==> config.mk <==
export PLATFORM = sky130hd
export DESIGN_NAME = ledchain_driver
export DESIGN_NICKNAME = d
export VERILOG_FILES = /design/src/rtl/ledchain_pkg.sv /design/src/rtl/ledchain_seq.sv /design/src/rtl/ledchain_palette.sv /design/src/rtl/ledchain_enc.sv /design/src/rtl/ledchain_driver.sv
export SDC_FILE = /design/constraint.sdc
export NUM_CORES = 1
export LEC_CHECK = 0
export ABC_AREA = 1
export CAP_MARGIN = 20
export CORE_MARGIN = 1
export CORE_UTILIZATION = 56
export CTS_CLUSTER_DIAMETER = 120
export DETAILED_ROUTE_END_ITERATION = 7
export DONT_BUFFER_PORTS = 1
export GPL_TIMING_DRIVEN = 0
export PLACE_DENSITY = 0.71
export SYNTH_ARGS = -nofsm -noshare
export SYNTH_HDL_FRONTEND = slang
export SYNTH_SLANG_ARGS = --single-unit
==> constraint.sdc <==
create_clock -name clk -period 8.97 [get_ports clk]
set_clock_uncertainty 0.05 [all_clocks]
set_input_delay 1.3455 -clock clk [delete_from_list [all_inputs] [get_ports clk]]
set_output_delay 1.3455 -clock clk [all_outputs]
set_load 0.01 [all_outputs]
==> src/rtl/ledchain_pkg.sv <==
package ledchain_pkg;

  localparam int BITS_PER_LED = 24;

  typedef enum logic [0:0] {K_LATCH = 1'b0, K_LED = 1'b1} kind_e;
  typedef enum logic [0:0] {PH_HI = 1'b0, PH_LO = 1'b1} phase_e;

  // Palette entry is {R,G,B}; the wire order is G,R,B, MSB first.
  function automatic logic wire_bit(input logic [23:0] rgb, input logic [4:0] k);
    logic [23:0] grb;
    grb = {rgb[15:8], rgb[23:16], rgb[7:0]};
    return grb[5'd23 - k];
  endfunction

endpackage

==> src/rtl/ledchain_seq.sv <==
module ledchain_seq
  import ledchain_pkg::*;
#(
  parameter int NUM_LEDS = 2,
  parameter int CNT_W    = 16,
  localparam int LED_W   = (NUM_LEDS > 1) ? $clog2(NUM_LEDS) : 1
) (
  input  logic             clk,
  input  logic             rst,
  input  logic [CNT_W-1:0] lat_len,
  input  logic [CNT_W-1:0] cur_len,
  output kind_e            kind,
  output phase_e           phase,
  output logic [LED_W-1:0] led_idx,
  output logic [4:0]       bit_idx
);

  function automatic logic [CNT_W-1:0] eff_len(input logic [CNT_W-1:0] v);
    return (v == '0) ? CNT_W'(1) : v;
  endfunction

  logic [CNT_W-1:0] cnt;
  logic [CNT_W-1:0] len_now;
  logic             phase_done;
  logic             bit_last;
  logic             led_last;
  logic             frame_end;

  assign len_now    = eff_len((kind == K_LATCH) ? lat_len : cur_len);
  assign phase_done = (cnt == len_now - CNT_W'(1));
  assign bit_last   = (bit_idx == 5'(BITS_PER_LED - 1));
  assign led_last   = (led_idx == LED_W'(NUM_LEDS - 1));
  assign frame_end  = phase_done && (kind == K_LED) && (phase == PH_LO) && bit_last && led_last;

  always_ff @(posedge clk) begin
    if (rst) begin
      kind    <= K_LATCH;
      phase   <= PH_HI;
      led_idx <= '0;
      bit_idx <= '0;
      cnt     <= '0;
    end else if (phase_done) begin
      cnt <= '0;
      if (kind == K_LATCH) begin
        kind    <= K_LED;
        phase   <= PH_HI;
        led_idx <= '0;
        bit_idx <= '0;
      end else if (phase == PH_HI) begin
        phase <= PH_LO;
      end else begin
        phase <= PH_HI;
        if (bit_last) begin
          bit_idx <= '0;
          if (led_last) begin
            kind    <= K_LATCH;
            led_idx <= '0;
          end else begin
            led_idx <= led_idx + LED_W'(1);
          end
        end else begin
          bit_idx <= bit_idx + 5'd1;
        end
      end
    end else begin
      cnt <= cnt + CNT_W'(1);
    end
  end

  a_r1_reset_state: assert property (@(posedge clk)
    rst |=> (kind == K_LATCH && cnt == '0));

  a_r2_frame_wrap: assert property (@(posedge clk) disable iff (rst)
    frame_end |=> (kind == K_LATCH));

  a_r2_latch_exit: assert property (@(posedge clk) disable iff (rst)
    (kind == K_LATCH && phase_done) |=>
      (kind == K_LED && led_idx == '0 && bit_idx == '0 && phase == PH_HI));

  a_r4_hi_then_lo: assert property (@(posedge clk) disable iff (rst)
    (kind == K_LED && phase == PH_HI && phase_done) |=>
      (phase == PH_LO && $stable(bit_idx) && $stable(led_idx)));

  a_r2_index_range: assert property (@(posedge clk) disable iff (rst)
    (32'(led_idx) < NUM_LEDS) && (32'(bit_idx) < BITS_PER_LED));

  a_r8_count_bound: assert property (@(posedge clk) disable iff (rst)
    cnt < len_now);

endmodule

==> src/rtl/ledchain_palette.sv <==
module ledchain_palette #(
  parameter int NUM_LEDS = 2,
  parameter int PAL_N    = 4,
  localparam int LED_W   = (NUM_LEDS > 1) ? $clog2(NUM_LEDS) : 1,
  localparam int SEL_W   = (PAL_N > 1) ? $clog2(PAL_N) : 1
) (
  input  logic [LED_W-1:0]    led_idx,
  input  logic [24*PAL_N-1:0] palette,
  output logic [23:0]         rgb
);

  logic [23:0]      entry [PAL_N];
  logic [SEL_W-1:0] sel;

  for (genvar g = 0; g < PAL_N; g++) begin : g_unpack
    assign entry[g] = palette[24*g +: 24];
  end

  assign sel = SEL_W'(32'(led_idx) % PAL_N);
  assign rgb = entry[sel];

endmodule

==> src/rtl/ledchain_enc.sv <==
module ledchain_enc
  import ledchain_pkg::*;
#(
  parameter int CNT_W = 16
) (
  input  logic             clk,
  input  logic             rst,
  input  kind_e            kind,
  input  phase_e           phase,
  input  logic [4:0]       bit_idx,
  input  logic [23:0]      rgb,
  input  logic [CNT_W-1:0] hi0_len,
  input  logic [CNT_W-1:0] lo0_len,
  input  logic [CNT_W-1:0] hi1_len,
  input  logic [CNT_W-1:0] lo1_len,
  output logic [CNT_W-1:0] cur_len,
  output logic             pin
);

  logic bit_val;
  logic drive_high;

  assign bit_val    = wire_bit(rgb, bit_idx);
  assign cur_len    = (phase == PH_HI) ? (bit_val ? hi1_len : hi0_len)
                                       : (bit_val ? lo1_len : lo0_len);
  assign drive_high = (kind == K_LED) && (phase == PH_HI);

  always_ff @(posedge clk) begin
    if (rst) pin <= 1'b0;
    else     pin <= drive_high;
  end

endmodule

==> src/rtl/ledchain_driver.sv <==
module ledchain_driver
  import ledchain_pkg::*;
#(
  parameter int NUM_LEDS = 2,
  parameter int PAL_N    = 4,
  parameter int CNT_W    = 16,
  localparam int LED_W   = (NUM_LEDS > 1) ? $clog2(NUM_LEDS) : 1
) (
  input  logic                clk,
  input  logic                rst,
  input  logic [CNT_W-1:0]    lat_cycles,
  input  logic [CNT_W-1:0]    hi0_cycles,
  input  logic [CNT_W-1:0]    lo0_cycles,
  input  logic [CNT_W-1:0]    hi1_cycles,
  input  logic [CNT_W-1:0]    lo1_cycles,
  input  logic [24*PAL_N-1:0] palette,
  output logic                led_dout
);

  kind_e            kind;
  phase_e           phase;
  logic [LED_W-1:0] led_idx;
  logic [4:0]       bit_idx;
  logic [23:0]      rgb;
  logic [CNT_W-1:0] cur_len;

  ledchain_seq #(.NUM_LEDS(NUM_LEDS), .CNT_W(CNT_W)) u_seq (
    .clk(clk), .rst(rst), .lat_len(lat_cycles), .cur_len(cur_len),
    .kind(kind), .phase(phase), .led_idx(led_idx), .bit_idx(bit_idx)
  );

  ledchain_palette #(.NUM_LEDS(NUM_LEDS), .PAL_N(PAL_N)) u_pal (
    .led_idx(led_idx), .palette(palette), .rgb(rgb)
  );

  ledchain_enc #(.CNT_W(CNT_W)) u_enc (
    .clk(clk), .rst(rst), .kind(kind), .phase(phase), .bit_idx(bit_idx),
    .rgb(rgb), .hi0_len(hi0_cycles), .lo0_len(lo0_cycles),
    .hi1_len(hi1_cycles), .lo1_len(lo1_cycles),
    .cur_len(cur_len), .pin(led_dout)
  );

  a_r3_low_in_latch: assert property (@(posedge clk) disable iff (rst)
    (kind == K_LATCH) |=> !led_dout);

  a_r4_high_in_hi_phase: assert property (@(posedge clk) disable iff (rst)
    (kind == K_LED && phase == PH_HI) |=> led_dout);

endmodule

== Word-level counts from Yosys, hierarchy flattened ==
Cells that the tools add are included.

* Muxes and demuxes: 23
* Bitwise gates (word level): 2
* Reductions and logical operators: 5
* $add $sub $neg: 5
* Magnitude comparators: 2
* Equal/unequal tests: 4

{| class="wikitable"
|+ Operator list
! kind !! count
|-
| $mux W16 || 5
|-
| $bmux W24 S2 || 1
|-
| $mux W24 || 2
|-
| $add A16 B1 Y16 const B || 1
|-
| $eq A16 B16 Y1 || 1
|-
| $logic_not A16 Y1 || 1
|-
| $sub A16 B1 Y16 const B || 1
|-
| $mux W5 || 3
|-
| $mux W1 || 11
|-
| $lt A5 B6 Y1 const B || 1
|-
| $add A5 B1 Y5 const B || 1
|-
| $bmux W1 S5 || 1
|-
| $eq A5 B5 Y1 const B || 1
|-
| $sub A5 B5 Y5 const A || 1
|-
| $ne A2 B2 Y1 const B || 2
|-
| $ge A3 B3 Y1 const B || 1
|-
| $not A1 Y3 || 1
|-
| $reduce_and A3 Y1 || 1
|-
| $reduce_and A2 Y1 || 1
|-
| $reduce_or A2 Y1 || 1
|-
| $add A1 B1 Y1 const B || 1
|-
| $logic_and A1 B1 Y1 || 1
|-
| $not A1 Y1 || 1
|}

* Output and inout port bits: 1
* Word-level logic and storage cells: 47
* Register bits after elaboration: 25

== Longest topological paths before layout ==
Gate-level depths: netlist (run 1).

* Word-level depth: 14
* Depth in mapped cells: 37

== Cells and area by module ==
A second synthesis (run 1) with hierarchy kept.

* Cells, all modules: 663
* Area, all modules: 3,648.5 um2

{| class="wikitable"
|+ By module, submodules not included
! module !! cells each !! instances !! area each (um2)
|-
| ledchain_seq || 331 || 1 || 2,117.0
|-
| ledchain_enc || 254 || 1 || 1,157.4
|-
| ledchain_palette || 78 || 1 || 374.1
|}

== Worst setup path after synthesis (run 1) ==
OpenSTA, ideal clock, no wires.

* Path kind: in2reg
* Start: input palette[13]
* End: register u_seq.cnt[0]
* Arrival time: 4,447 ps
* Cell stages on the path: 32
* Setup time: 119 ps
* Setup slack: 4,355 ps
* Cells stage by stage: nor2_1 > nor2_1 > a21oi_1 > o21ai_1 > nand3_1 > nand2_1 > nand2_2 > buf_4 > nand3_1 > nand3_1 > nand2_1 > nand2_1 > nand2_2 > nor2_2 > nand2_2 > nor2_2 > nand2_2 > buf_6 > nand2_1 > inv_1 > ha_1 > inv_1 > nor2_1 > and2_1 > nand2_1 > xor2_1 > nand3_1 > nor2_2 > nand2_2 > o21ai_4 > buf_6 > nor2_1

* Word-level cells in the longest chain between the ends: 13

{| class="wikitable"
|+ Ends and longest elaborated chain
! item !! RTL line !! RTL
|-
| start: declaration || ledchain_driver.sv:16 || <nowiki>input logic [24*PAL_N-1:0] palette,</nowiki>
|-
| $bmux W24 S2 * || ledchain_palette.sv:20 || <nowiki>assign rgb = entry[sel];</nowiki>
|-
| $mux W24 (not written as such) * (2 in a row) || ledchain_palette.sv:20 ||
|-
| $bmux W1 S5 * || ledchain_pkg.sv:12 || <nowiki>return grb[5'd23 - k];</nowiki>
|-
| $mux W1 (not written as such) * || ledchain_pkg.sv:12 ||
|-
| $mux W16 (on tied branches) || ledchain_enc.sv:24, ledchain_enc.sv:25 ||
|-
| $mux W16 * || ledchain_enc.sv:24 || <nowiki>assign cur_len = (phase == PH_HI) ? (bit_val ? hi1_len : hi0_len)</nowiki>
|-
| $mux W16 * || ledchain_seq.sv:29 || <nowiki>assign len_now = eff_len((kind == K_LATCH) ? lat_len : cur_len);</nowiki>
|-
| $logic_not A16 Y1 || ledchain_seq.sv:19 || <nowiki>return (v == '0) ? CNT_W'(1) : v;</nowiki>
|-
| $mux W16 * || ledchain_seq.sv:19 ||
|-
| $sub A16 B1 Y16 * || ledchain_seq.sv:30 || <nowiki>assign phase_done = (cnt == len_now - CNT_W'(1));</nowiki>
|-
| $eq A16 B16 Y1 * || ledchain_seq.sv:30 ||
|-
| $reduce_or A2 Y1 (no line) * || -- ||
|-
| end signal: assignment || ledchain_seq.sv:66 || <nowiki>cnt <= cnt + CNT_W'(1);</nowiki>
|-
| end: declaration || ledchain_seq.sv:22 || <nowiki>logic [CNT_W-1:0] cnt;</nowiki>
|}

Every way passes the cells marked *; elsewhere a longest branch is shown, timed or not. The select of a mux whose other input is x is not followed.
A chain may end at the register's enable or synchronous reset.

== Worst setup path in the final report (run 1) ==
* Start: input palette[13]
* End: register u_seq.phase

* Word-level cells in the longest chain between the ends: 12

{| class="wikitable"
|+ Ends and longest elaborated chain
! item !! RTL line !! RTL
|-
| $bmux W24 S2 * || ledchain_palette.sv:20 ||
|-
| $mux W24 (not written as such) * (2 in a row) || ledchain_palette.sv:20 ||
|-
| $bmux W1 S5 * || ledchain_pkg.sv:12 ||
|-
| $mux W1 (not written as such) * || ledchain_pkg.sv:12 ||
|-
| $mux W16 (on tied branches) || ledchain_enc.sv:24, ledchain_enc.sv:25 ||
|-
| $mux W16 * || ledchain_enc.sv:24 ||
|-
| $mux W16 * || ledchain_seq.sv:29 ||
|-
| $logic_not A16 Y1 || ledchain_seq.sv:19 ||
|-
| $mux W16 * || ledchain_seq.sv:19 ||
|-
| $sub A16 B1 Y16 * || ledchain_seq.sv:30 ||
|-
| $eq A16 B16 Y1 * || ledchain_seq.sv:30 ||
|-
| end signal: assignment || ledchain_seq.sv:38 || <nowiki>phase <= PH_HI;</nowiki>
|-
| end signal: assignment || ledchain_seq.sv:46 || <nowiki>phase <= PH_HI;</nowiki>
|-
| end signal: assignment || ledchain_seq.sv:50 || <nowiki>phase <= PH_LO;</nowiki>
|-
| end: declaration || ledchain_seq.sv:13 || <nowiki>output phase_e phase,</nowiki>
|}

Marked as above.

==> results.py, run 1 <==
metrics = {
    "run_status": {
        "status": "finished, final reports clean",
    },
    "synth": {
        "postSynth.topFlopCell": "dfxtp_1",
        "synth_top_cell_by_area": "nand2_1",
        "yosysSeqAreaShare": 0.1411,
        "syn-num-nets": 841,
        "synthTopCellsByCount": "nand2_1 (211), nand3_1 (105), inv_1 (95)",
        "synth_area_leaders": "nand2_1 (22%), nand3_1 (15%), dfxtp_1 (14%)",
        "synth_top_area_share": 0.2233,
        "synth_edf_count": 0,
        "ys_ff_latch": 25,
        "syn_area_per_cell_um2": 5.383,
        "yosys_warnings": 0,
        "syn_inst": 659,
        "yosysMostFrequentCell": "nand2_1",
        "async_flop_share": 0,
        "synth.distinct_cells": 39,
        "syn_area_um2": 3547,
    },
    "floorplan": {
        "dieArea_um2": 6656,
        "initial_core_util": 0.5887,
        "die_y_um": 81.59,
        "fp-row-count": 28,
        "core-area_um2": 6026,
        "die_w_um": 81.59,
        "io_pins": 179,
    },
    "global_route": {
        "grt_pass1_vias": 3712,
        "grt_overflow": 0,
        "grt_max_degree": 17,
        "grt_use_total": 0.3039,
        "grt_pass1_wl_mm": 15.95,
        "antenna_found_initial": 0,
    },
    "setup_path": {
        "cp_max_fo": 10,
        "arrival_ns": 5.14,
        "crit_slowest_cell": "xor2_1",
        "cp_num_cells": 33,
        "reg2regPathDepth": 34,
        "cpMostUsedCell": "nand2_1",
        "critPathRequiredTime_ns": 9.10,
        "worstSetupStartpointType": "primary input",
        "worst-setup-path-type": "primary input to flip-flop",
        "slowest_delay_ns": 0.24,
        "path_buf_inv": 4,
        "cp-end-kind": "flip-flop",
        "cpLargestDelayFamily": "simple AND/OR/NAND/NOR gates",
    },
    "power_and_ir_drop": {
        "leakagePower_uw": 0.001779,
        "power_density_nw_per_um2": 69.50,
        "ir_worst_vdd_uv": 95.12,
    },
    "detailed_routing": {
        "drc_errors": 0,
        "drt-pass1-iter-count": 6,
        "wire_per_inst_um": 13.44,
        "vias_per_cell": 5.505,
        "num_vias": 4063,
        "antenna_left": 0,
        "drtIter0Drc": 193,
        "wl_mm": 9.918,
    },
    "timing": {
        "tightest_slew_ns": 0.4563,
        "finalCriticalPeriod_ns": 5.006,
        "fmax_ghz": 0.1998,
        "slew_viol_final": 0,
        "rsz0062_at_grt": "no",
        "hold_viol": 0,
        "slew_headroom": 0.6934,
        "setup_viol": 0,
        "fin_crit_sh": 0.5580,
        "finalSetupTns_ns": 0,
    },
    "clocking": {
        "cts_resized": 0,
        "clockRootBuffer": "clkbuf_8",
        "clk_path_buf_depth": 2,
        "cts_hold_buf": 0,
        "clock_latency_ns": 0.29,
        "cts.sinks": 25,
        "post_cts_buffers": 0,
        "numCtsBuffers": 3,
        "cts_tree": "built",
        "path_clk_slew_ns": 0.10,
        "htree_levels": 1,
    },
    "final_layout": {
        "n_fill_cell": 643,
        "multi_input_area_um2": 2462,
        "synthToLayoutAreaGrowth_pct": 4.056,
        "nets": 846,
        "final_area_um2": 3691,
        "drive_gt1_frac": 0.07692,
        "num_antenna_cells": 0,
        "final-seq-area_um2": 500.5,
    },
    "placement": {
        "portBuffers": 0,
        "placed_cell_area_um2": 3641,
        "routabilityCongestion": 0.8797,
        "dp_hpwl_mm": 8.021,
    },
    "hold_path": {
        "hold_class": "flip-flop to flip-flop",
        "min_path_cells": 2,
    },
    "flow_run": {
        "drv_cap": 0,
    },
}
## worst register-to-register path, delay by kind of cell (launching register included)
family	cells	cell delay (ns)
DFF	1	0.37
AOI/OAI and AO/OA	2	0.26
buffers and inverters	6	0.75
and+or+nand+nor	24	2.66
adders and majority gates	1	0.20
xor gates and xnor gates	1	0.24
## sequential cells by signal, indices dropped and copies added, names as in the netlist
signal         count
u_seq.cnt         16
u_seq.phase        1
u_seq.kind         1
u_seq.bit_idx      5
u_enc.pin          1
u_seq.led_idx      1
## routing by layer
metal  wire length, um  up-vias  global-route usage  part of all wire
met4               212        0             0.09825             0.021
li1                  -     2086                   -                 -
met3               659       25             0.05556             0.066
met5                 0        -                   0                 0
met1              4451     1796              0.3828              0.45
met2              4594      156              0.5200              0.46
## final cells by class
class,count,area share
multi-input combinational,507,0.6671
sequential,25,0.1356
inverter,99,0.1014
buffer,28,0.05695
tap,75,0.02542
clock buffer,3,0.01119
clock inverter,1,0.002373
## placed cells by master (no fill, tap or decap), drive strengths merged
| cell | count |
|---|---|
| a21boi | 1 |
| a21oi | 14 |
| a31oi | 1 |
| and2 | 1 |
| and3 | 1 |
| buf | 21 |
| clkbuf | 10 |
| clkinv | 2 |
| dfxtp | 25 |
| ha | 4 |
| inv | 98 |
| nand2 | 220 |
| nand3 | 109 |
| nand3b | 18 |
| nand4 | 11 |
| nor2 | 75 |
| nor3 | 12 |
| nor3b | 1 |
| nor4 | 4 |
| o211ai | 3 |
| o21ai | 13 |
| or2 | 1 |
| xnor2 | 4 |
| xor2 | 14 |
## power breakdown
group	switching, uW	total (uW)	internal (uW)
registers	1.54	114	112
logic	42.3	68.9	26.6
clock network	41.3	74.1	32.8
## cells by family (layout without fill, tap and decap cells)
logic type	Yosys count	after routing	share of synthesized area
AOI/OAI and AO/OA	32	32	0.05150
xor gates and xnor gates	18	18	0.04444
adders and majority gates	4	4	0.01411
buffers and inverters	127	131	0.1647
DFF	25	25	0.1411
and+or+nand+nor	453	453	0.5841
## final timing paths
path | startpoint | endpoint | slack, ns
max | palette[13] | u_seq.phase | 3.96
min | u_seq.bit_idx[4] | u_seq.bit_idx[4] | 0.45
max reg2reg | u_seq.bit_idx[0] | u_seq.phase | 4.35
min reg2reg | u_seq.bit_idx[4] | u_seq.bit_idx[4] | 0.45
## stage by stage
step	total power [uW]	utilization	setup slack, ns	instances	hold slack, ns
2_1_floorplan	171.8	-	4.355	659	0.4029
3_3_place_gp	182.4	0.6042	3.735	734	0.4230
3_5_place_dp	184.1	0.6042	3.706	734	0.4320
4_1_cts	257.6	0.6125	3.993	738	0.4480
5_1_grt	271.8	0.6125	3.550	738	0.4863
6_report	256.5	0.6125	3.964	738	0.4472
Power figures use the tool's default switching activity.
==> inputs of run 2 (changes only) <==
Settings changed: ABC_AREA 1 to 0, PLACE_DENSITY 0.71 to 0.74.
Clock period 8.97 ns to 4.5 ns, I/O delays scaled along.
==> results.py, run 2 <==
metrics = {
    "timing": {
        "tightest_slew_ns": 0.7506,
        "slew_headroom": 0.4958,
        "slew_viol_final": 0,
        "timing.hold.ws_ns": 0.4802,
        "setup_viol": 24,
        "hold_viol": 0,
        "fmax_ghz": 0.1633,
        "finalCriticalPeriod_ns": 6.124,
        "rsz0062_at_grt": "yes",
        "fin_crit_sh": 1.361,
        "setup_ws_ns": -1.624,
    },
    "synth": {
        "synth_edf_count": 0,
        "synth_area_leaders": "dfxtp_1 (15%), mux2i_1 (8.3%), nor2_1 (5.3%)",
        "yosysSeqAreaShare": 0.1540,
        "ys_ff_latch": 25,
        "syn-num-nets": 598,
        "synth_top_cell_by_area": "dfxtp_1",
        "syn_area_um2": 3249,
        "postSynth.topFlopCell": "dfxtp_1",
        "synthTopCellsByCount": "nor2_1 (46), nand2_1 (32), nand3_1 (30)",
        "synth_top_area_share": 0.1540,
        "yosysMostFrequentCell": "nor2_1",
        "async_flop_share": 0,
        "yosys_warnings": 0,
        "syn_area_per_cell_um2": 7.811,
        "syn_inst": 416,
        "synth.distinct_cells": 81,
    },
    "final_layout": {
        "largest_reg_flops": 16,
        "reg_top3": "u_seq.cnt x16, u_seq.bit_idx x5",
        "mostFrequentLayoutCells": "buf_4 (38), nand2_1 (31), nor2_1 (30)",
        "drive_gt1_frac": 0.3419,
        "num_antenna_cells": 0,
        "regMostFlops": "u_seq.cnt",
        "layout.cells.most_common": "buf_4",
        "synthToLayoutAreaGrowth_pct": 33.35,
        "nets": 651,
        "n_fill_cell": 380,
    },
    "placement": {
        "routabilityCongestion": 0.8871,
        "pre_cts_ws_ns": -2.048,
        "dp_hpwl_mm": 7.559,
        "portBuffers": 0,
    },
    "floorplan": {
        "fp-row-count": 27,
        "die_y_um": 78.18,
        "initial_core_util": 0.5865,
        "dieArea_um2": 6111,
        "core-area_um2": 5540,
        "die_w_um": 78.18,
        "io_pins": 179,
    },
    "setup_path": {
        "cp-end-kind": "flip-flop",
        "crit_slowest_cell": "or4b_4",
        "slowest_delay_ns": 0.52,
        "worstSetupStartpointType": "flip-flop",
        "arrival_ns": 6.26,
        "cpMostUsedCell": "nor3b_4",
        "critPathRequiredTime_ns": 4.63,
        "worst-setup-path-type": "flip-flop to flip-flop",
        "cp_max_fo": 10,
    },
    "detailed_routing": {
        "num_vias": 3693,
        "drc_errors": 0,
        "wire_per_inst_um": 20.09,
        "vias_per_cell": 6.839,
        "antenna_left": 0,
        "drt-pass1-iter-count": 5,
        "drtIter0Drc": 306,
        "wl_mm": 10.85,
    },
    "power_and_ir_drop": {
        "ir_worst_vdd_uv": 166.0,
        "leakagePower_uw": 0.001478,
        "power_density_nw_per_um2": 122.4,
    },
    "hold_path": {
        "hold_class": "flip-flop to flip-flop",
    },
    "global_route": {
        "grtUsageMet1": 0.3753,
        "grt_use_total": 0.3356,
        "busiest_layer": "met2",
        "antenna_found_initial": 0,
        "gr-usage-met2": 0.6193,
        "grt_util_met3": 0.06047,
        "grt_pass1_wl_mm": 16.26,
        "grt_max_degree": 15,
        "grt_pass1_vias": 3486,
        "grt_overflow": 0,
    },
    "clocking": {
        "cts_tree": "built",
        "cts.sinks": 25,
        "cts_hold_buf": 0,
        "clock_latency_ns": 0.27,
        "clockRootBuffer": "clkbuf_8",
        "clk_path_buf_depth": 2,
        "numCtsBuffers": 3,
        "path_clk_slew_ns": 0.09,
        "htree_levels": 1,
    },
    "flow_run": {
        "drv_cap": 0,
    },
    "run_status": {
        "violations": "setup timing",
        "status": "finished with violations",
    },
}
run 2: cell count changes after synthesis, moves of 8 or more:
cell      before  now
a31oi_1        1    9
and3_1         1    9
buf_6         11    3
inv_1         95   10
mux2i_1        0   27
nand2_1      211   32
nand3_1      105   30
nand3b_1      18    0
nor2_1        66   46
o21ai_0        8   17
xnor2_1        4   12
run 2: final cells by class:
cell class / count / area, um^2 / share of cell area
Clock buffer: 3 / 41.29 / 0.009529
Buffer: 24 / 203.9 / 0.04707
Timing Repair Buffer: 48 / 440.4 / 0.1016
Clock inverter: 1 / 5.005 / 0.001155
Multi-Input combinational cell: 356 / 2999 / 0.6922
Sequential cell: 25 / 508.0 / 0.1172
Tap cell: 72 / 90.09 / 0.02079
Inverter: 11 / 45.04 / 0.01040
run 2: path summary, 6_finish.rpt:
path	startpoint	end	slack [ns]	cells past startpoint
setup / recovery	u_seq.bit_idx[3]	u_seq.bit_idx[3]	-1.62	28
hold / removal	u_seq.cnt[0]	u_seq.cnt[0]	0.48	1
setup reg to reg	u_seq.bit_idx[3]	u_seq.bit_idx[3]	-1.62	28
hold reg to reg	u_seq.cnt[0]	u_seq.cnt[0]	0.48	1
run 2: kinds of logic after synthesis:
logic type / Yosys count / synth area share
buf+inv: 35 / 0.05660
mux: 39 / 0.1502
simple gates: 182 / 0.3057
flops: 25 / 0.1540
xor+xnor: 27 / 0.07278
compound gates: 104 / 0.2453
fa+ha+maj: 4 / 0.01540
run 2: critical path, delay by kind of cell, from the launching register on:
kind | cells | cell delay [ns]
buf+inv | 5 | 0.71
flops | 1 | 0.43
simple gates | 15 | 2.89
fa+ha+maj | 2 | 0.57
compound gates | 6 | 1.37
run 2: power breakdown:
group	total, uW	internal [uW]	switching [uW]
registers	226	222	3.97
logic	169	80.0	88.8
clock network	135	62.0	73.3
total	530	364	166
run 2: stage by stage:
stage                     power [uW]  setup TNS [ns]    util  area, um^2  std cells
final                          530.2          -36.47  0.7821        4333        540
after global routing           550.1          -41.66  0.7821        4333        540
after CTS                      513.2          -34.64  0.7197        3988        523
after detailed placement       351.9          -46.63  0.6204        3437        488
after global placement         349.6          -44.30  0.6204        3437        488
after floorplan                329.3          -28.88       -        3347        416
run 2: what timing repair did:
action / CTS / global route
endpoints found under the setup margin: 24 / 24
pin swaps: 25 / 20
resized for setup: 49 / 46
hold endpoints to repair: 0 / 0
gates cloned: 1 / 2
setup buffers: 30 / 15
run 2: per-layer routing:
| metal | vias up | share of wire | wire (um) |
|---|---|---|---|
| met5 | - | 0 | 0 |
| met4 | 0 | 0.035 | 375 |
| met3 | 44 | 0.081 | 874 |
| met2 | 219 | 0.50 | 5398 |
| met1 | 1739 | 0.39 | 4200 |
| li1 | 1691 | - | - |
